--- config.mk ---
export PLATFORM = sky130hd
export DESIGN_NAME = fxd_seg_display
export DESIGN_NICKNAME = d
export VERILOG_FILES = /design/src/rtl/fxd_pkg.sv /design/src/rtl/fxd_scan_timer.sv /design/src/rtl/fxd_digit_pick.sv /design/src/rtl/fxd_seg_display.sv
export SDC_FILE = /design/constraint.sdc
export NUM_CORES = 1
export LEC_CHECK = 0
export CORE_UTILIZATION = 30
export CTS_CLUSTER_DIAMETER = 100
export CTS_CLUSTER_SIZE = 16
export DETAILED_ROUTE_END_ITERATION = 8
export DONT_BUFFER_PORTS = 1
export GPL_TIMING_DRIVEN = 0
export SLEW_MARGIN = 10
export SYNTH_ARGS = -nofsm -noshare
export SYNTH_HDL_FRONTEND = slang
export SYNTH_SLANG_ARGS = --single-unit
--- constraint.sdc ---
create_clock -name clk -period 5.9 [get_ports clk]
set_input_delay 1.18 -clock clk [delete_from_list [all_inputs] [get_ports clk]]
set_output_delay 1.18 -clock clk [all_outputs]
set_load 0.02 [all_outputs]
--- src/rtl/fxd_pkg.sv ---
package fxd_pkg;
  localparam int WORD_W  = 16;
  localparam int FRAC_W  = 11;
  localparam int NDIG    = 4;
  localparam int DIG_W   = $clog2(NDIG);
  localparam int SEG_W   = 7;

  // active-high glyph, bit order {g,f,e,d,c,b,a}
  function automatic logic [SEG_W-1:0] hex_glyph(input logic [3:0] nib);
    case (nib)
      4'h0: hex_glyph = 7'h3F;
      4'h1: hex_glyph = 7'h06;
      4'h2: hex_glyph = 7'h5B;
      4'h3: hex_glyph = 7'h4F;
      4'h4: hex_glyph = 7'h66;
      4'h5: hex_glyph = 7'h6D;
      4'h6: hex_glyph = 7'h7D;
      4'h7: hex_glyph = 7'h07;
      4'h8: hex_glyph = 7'h7F;
      4'h9: hex_glyph = 7'h6F;
      4'hA: hex_glyph = 7'h77;
      4'hB: hex_glyph = 7'h7C;
      4'hC: hex_glyph = 7'h39;
      4'hD: hex_glyph = 7'h5E;
      4'hE: hex_glyph = 7'h79;
      default: hex_glyph = 7'h71;
    endcase
  endfunction

  // one-hot digit select, leftmost digit (index 0) at the MSB
  function automatic logic [NDIG-1:0] digit_mask(input logic [DIG_W-1:0] idx);
    digit_mask = NDIG'(1) << (NDIG - 1 - int'(idx));
  endfunction
endpackage

--- src/rtl/fxd_scan_timer.sv ---
module fxd_scan_timer #(
  parameter int REFRESH_BITS = 16,
  parameter int DIG_W        = 2
) (
  input  logic             clk,
  input  logic             rst,
  output logic [DIG_W-1:0] digit_idx,
  output logic             scan_start,
  output logic             digit_step
);
  logic [REFRESH_BITS-1:0] tick;

  assign digit_step = &tick;
  assign scan_start = (tick == '0) && (digit_idx == '0);

  always_ff @(posedge clk) begin
    if (rst) begin
      tick      <= '0;
      digit_idx <= '0;
    end else begin
      tick <= tick + REFRESH_BITS'(1);
      if (digit_step) digit_idx <= digit_idx + DIG_W'(1);
    end
  end

  // digit index only moves at the end of a refresh period
  a_r9_step_only: assert property (@(posedge clk) disable iff (rst)
    !digit_step |=> $stable(digit_idx));
endmodule

--- src/rtl/fxd_digit_pick.sv ---
module fxd_digit_pick
  import fxd_pkg::*;
(
  input  logic [WORD_W-1:0] word,
  input  logic [DIG_W-1:0]  idx,
  output logic [3:0]        nibble,
  output logic              dp_on
);
  localparam int PAD_W = FRAC_W + 1;   // fraction plus one zero bit

  logic [PAD_W-1:0] frac_pad;
  logic [3:0]       digs [NDIG];

  assign frac_pad = {word[FRAC_W-1:0], 1'b0};
  assign digs[0]  = word[WORD_W-2 -: 4];

  for (genvar gi = 1; gi < NDIG; gi++) begin : g_frac
    assign digs[gi] = frac_pad[(NDIG-1-gi)*4 +: 4];
  end

  always_comb begin
    nibble = digs[idx];
    if (idx == '0)                    dp_on = 1'b1;             // radix point
    else if (idx == DIG_W'(NDIG - 1)) dp_on = word[WORD_W-1];   // sign
    else                              dp_on = 1'b0;
  end
endmodule

--- src/rtl/fxd_seg_display.sv ---
module fxd_seg_display
  import fxd_pkg::*;
#(
  parameter int REFRESH_BITS = 16
) (
  input  logic              clk,
  input  logic              rst,
  input  logic [WORD_W-1:0] value,
  output logic [SEG_W-1:0]  seg_n,
  output logic              dp_n,
  output logic [NDIG-1:0]   dig_en_n
);
  logic [DIG_W-1:0]  digit_idx;
  logic              scan_start;
  logic              digit_step;
  logic [WORD_W-1:0] sample;
  logic [WORD_W-1:0] live_word;
  logic [3:0]        nibble;
  logic              dp_on;

  fxd_scan_timer #(.REFRESH_BITS(REFRESH_BITS), .DIG_W(DIG_W)) i_timer (
    .clk(clk), .rst(rst), .digit_idx(digit_idx),
    .scan_start(scan_start), .digit_step(digit_step)
  );

  // the word seen on the first scan cycle is the one held for the scan
  assign live_word = scan_start ? value : sample;

  always_ff @(posedge clk) begin
    if (rst)             sample <= '0;
    else if (scan_start) sample <= value;
  end

  fxd_digit_pick i_pick (
    .word(live_word), .idx(digit_idx), .nibble(nibble), .dp_on(dp_on)
  );

  always_ff @(posedge clk) begin
    if (rst) begin
      seg_n    <= '1;
      dp_n     <= 1'b1;
      dig_en_n <= '1;
    end else begin
      seg_n    <= ~hex_glyph(nibble);
      dp_n     <= ~dp_on;
      dig_en_n <= ~digit_mask(digit_idx);
    end
  end

  // exactly one digit driven once out of reset
  a_r9_one_enable: assert property (@(posedge clk) disable iff (rst)
    !digit_step |=> $countones(~dig_en_n) == 1 || $past(rst));
  // radix point lit with the leftmost digit
  a_r6_left_dp: assert property (@(posedge clk) disable iff (rst)
    !dig_en_n[NDIG-1] |-> !dp_n);
  // middle decimal points dark
  a_r8_mid_dp_dark: assert property (@(posedge clk) disable iff (rst)
    (!dig_en_n[1] || !dig_en_n[2]) |-> dp_n);
  // held word changes only at a scan start
  a_r10_hold_sample: assert property (@(posedge clk) disable iff (rst)
    !scan_start |=> $stable(sample));
endmodule

==> flow_summary.toml <==
[clocking]
number_of_h_tree_branching_levels = 2
clk-insertion-delay-late_ns = 0.30
cts_setup_buffers = 0
clk_pin_slew_worst_paths_ns = 0.08
holdBufCountCts = 0
clock-sinks = 46
tritoncts = "done"
cts_made_buffers = 5
clock_path_buffers = 2
cts_resized = 0
root_buffer = "sky130_fd_sc_hd__clkbuf_8"

[sta]
maxSlewHeadroom_pct = 68.9
finalCritPeriodShare_pct = 54.1
slew_viol_final = 0
clock_skew_ns = 0.00800
final_critical_path_setup_slack_ns = 2.71
worst_hold_slack_ns = 0.484
report.final.setup_viol = 0
tightestPinTransition_ns = 0.466
setup_total_negative_slack_ns = 0
max_freq_mhz = 313
layout_min_cycle_time_ns = 3.19
finalHoldViolCount = 0
rsz0062_at_grt = "false"

[floorplan]
die_w_microns = 86.3
floorplan.initialDensity_pct = 31.2
std_cell_rows = 30
core_area_sq_mm = 0.00683
io_pins = 30
fp.dieH_microns = 86.3
die_area_sq_mm = 0.00745

[placed_design]
portBuffers = 0
dp.final_hpwl_microns = 2960
numPlacedInstances = 301
placed_cell_area_sq_mm = 0.00225
dp_worst_slack_ns = 2.67
gpl_wtd_cong = 0.763

[routing]
first_iter_violations = 72
detail_route.drc_violations = 0
postRouteAntennaNets = 0
avgViaCountPerCell = 4.58
dr.pass1.iters = 4
detailroute.via_count = 1416
drt-total-wl_microns = 3980
final_routed_wire_length_divided_by_cell_count_microns = 12.9

[synthesis]
syn_area_sq_mm = 0.00213
syn_area_per_cell_sq_um = 10.4
post_synth_edffs = 0
syn-num-nets = 235
synthArstFlopShare_pct = 0
synthesis_warning_total = 0
synth_top_flop_cell = "sky130_fd_sc_hd__dfxtp_1"
synth.yosys.seq_area_share_pct = 43.2
top_cells_by_area_in_the_synthesized_netlist = "sky130_fd_sc_hd__dfxtp_1 (43%), sky130_fd_sc_hd__mux2i_1 (8.5%), sky130_fd_sc_hd__ha_1 (7.0%), sky130_fd_sc_hd__nor2_1 (7.0%), sky130_fd_sc_hd__xor2_1 (3.7%)"
synth_top_area_share_pct = 43.2
syn-instance-count = 205
synthDominantAreaCellType = "sky130_fd_sc_hd__dfxtp_1"
number_of_distinct_library_cells_after_synthesis = 40
postSynthRegisterBits = 46

[min_path]
min-delay-start = "i_timer.tick[0]"
min_delay_path_depth = 1
whs_endpoint = "i_timer.tick[0]"
min-delay-path-class = "reg2reg"

[critical_path]
critical_path_class = "reg2reg"
end_kind = "flop"
critical_path_required_ns = 6.08
cp.arrival_ns = 3.37
crit-reg2reg-capture = "seg_n[3]"
timing.reg2reg.setup_slack_ns = 2.71
critical_path.startpoint_type = "flop"
critical_path_peak_fanout = 10
ff2ff_path_depth = 12
rr_startpoint = "i_timer.digit_idx[1]"

[power]
p_sw_share_pct = 26.4
ir_drop_uv = 85.6
clock_power_share_pct = 33.4
power.share.combinational_pct = 16.3
p_seq_share_pct = 50.4
power.total_mw = 0.698
p_per_area_mw_per_mm2 = 296
p_int_mw = 0.514
net-switching-power_mw = 0.184
leakage_nw = 0.971

[global_route]
pin_count_of_the_biggest_net_entering_global_routing = 15
grt_antenna_before_repair = 0
overflow_after_grt = 0
global_route_wire_length_before_repair_microns = 6950
aggregate_global_route_resource_usage_pct = 12.2
number_of_global_route_vias_before_repair = 1467

[final_layout]
drive_gt1_share_pct = 11.3
finish.instance_area_sq_mm = 0.00236
utilization_pct = 34.6
design.final.nets = 242
antenna_cells = 0
syn_to_final_growth_pct = 10.8
final-instance-count-excl-fill = 309

[flow_run]
max-cap-violations = 0

[status]
result_of_the_run = "finished, final reports clean"
## placed cells by master (no fill, tap or decap), types with 3 or more instances in the layout
| master | Yosys | layout |
|---|---|---|
| sky130_fd_sc_hd__a21oi_1 | 4 | 4 |
| sky130_fd_sc_hd__dfxtp_1 | 46 | 46 |
| sky130_fd_sc_hd__mux2i_1 | 18 | 18 |
| sky130_fd_sc_hd__xor2_1 | 9 | 9 |
| sky130_fd_sc_hd__clkbuf_8 | 1 | 6 |
| sky130_fd_sc_hd__nand4_1 | 4 | 4 |
| sky130_fd_sc_hd__nand3_1 | 8 | 8 |
| sky130_fd_sc_hd__ha_1 | 12 | 12 |
| sky130_fd_sc_hd__clkbuf_1 | 3 | 4 |
| sky130_fd_sc_hd__inv_1 | 8 | 8 |
| sky130_fd_sc_hd__xnor2_1 | 6 | 6 |
| sky130_fd_sc_hd__nor3_1 | 3 | 3 |
| sky130_fd_sc_hd__nor2_1 | 40 | 40 |
| sky130_fd_sc_hd__buf_6 | 3 | 3 |
| sky130_fd_sc_hd__nand2_1 | 7 | 7 |
## critical path: stages (launching register included)
cell and delay, ns:
sky130_fd_sc_hd__dfxtp_1 0.41, sky130_fd_sc_hd__inv_1 0.25, sky130_fd_sc_hd__ha_1 0.25, sky130_fd_sc_hd__nor4b_4 0.21, sky130_fd_sc_hd__nand4_1 0.13, sky130_fd_sc_hd__buf_6 0.18
sky130_fd_sc_hd__buf_12 0.15, sky130_fd_sc_hd__mux2i_1 0.13, sky130_fd_sc_hd__mux4_2 0.57, sky130_fd_sc_hd__ha_1 0.34, sky130_fd_sc_hd__nor2_1 0.06, sky130_fd_sc_hd__a2111oi_2 0.32
sky130_fd_sc_hd__a31oi_1 0.07
## power groups by stage
| stage | registers [mW] | logic, mW | clock network [mW] |
|---|---|---|---|
| final | 0.352 | 0.114 | 0.233 |
| after global routing | 0.355 | 0.128 | 0.258 |
| after CTS | 0.352 | 0.115 | 0.239 |
| after detailed placement | 0.360 | 0.114 | 0 |
| after global placement | 0.359 | 0.113 | 0 |
| after floorplan | 0.357 | 0.0965 | 0 |
## state kept, by name (all words and copies together), names as in the netlist
| name | flops |
|---|---|
| i_timer.tick | 16 |
| sample | 16 |
| seg_n | 7 |
| dig_en_n | 4 |
| i_timer.digit_idx | 2 |
| dp_n | 1 |
## how the worst max path moves through the flow
stage	slack, ns	from	to	cells after the start
3_5_place_dp	2.67	i_timer.digit_idx[1]	seg_n[3]	12
5_1_grt	2.47	i_timer.digit_idx[1]	seg_n[3]	12
3_3_place_gp	2.71	i_timer.digit_idx[1]	seg_n[3]	12
4_1_cts	2.65	i_timer.digit_idx[1]	seg_n[3]	12
2_1_floorplan	3.08	i_timer.digit_idx[1]	seg_n[3]	12
6_report	2.71	i_timer.digit_idx[1]	seg_n[3]	12
## cell type report
class                           instances  area [sq um]
Fill cell                             726          4470
Multi-Input combinational cell        142          1100
Clock buffer                            6          72.6
Clock inverter                          2          37.5
Buffer                                  8          78.8
Sequential cell                        46           921
Tap cell                               96           120
Inverter                                9          33.8
## layer usage
layer	global-route usage [%]	wire, microns
met1	14.5	1800
met2	20.0	1900
met3	4.48	232
met4	4.55	45
met5	0	0
## cells by family after synthesis
family	share of synthesized area [%]
buf+inv	5.28
mux	15.0
fa+ha+maj	7.04
flops	43.2
xor+xnor	6.16
simple gates	17.6
compound gates	5.75
## Yosys cell counts (all sizes together), types with 6 or more instances
cell type	number
inv	8
dfxtp	46
xnor2	6
xor2	9
nor2	40
nand2	7
ha	12
mux2i	18
nand3	8
Note: power is estimated with default switching activity, not from simulation.
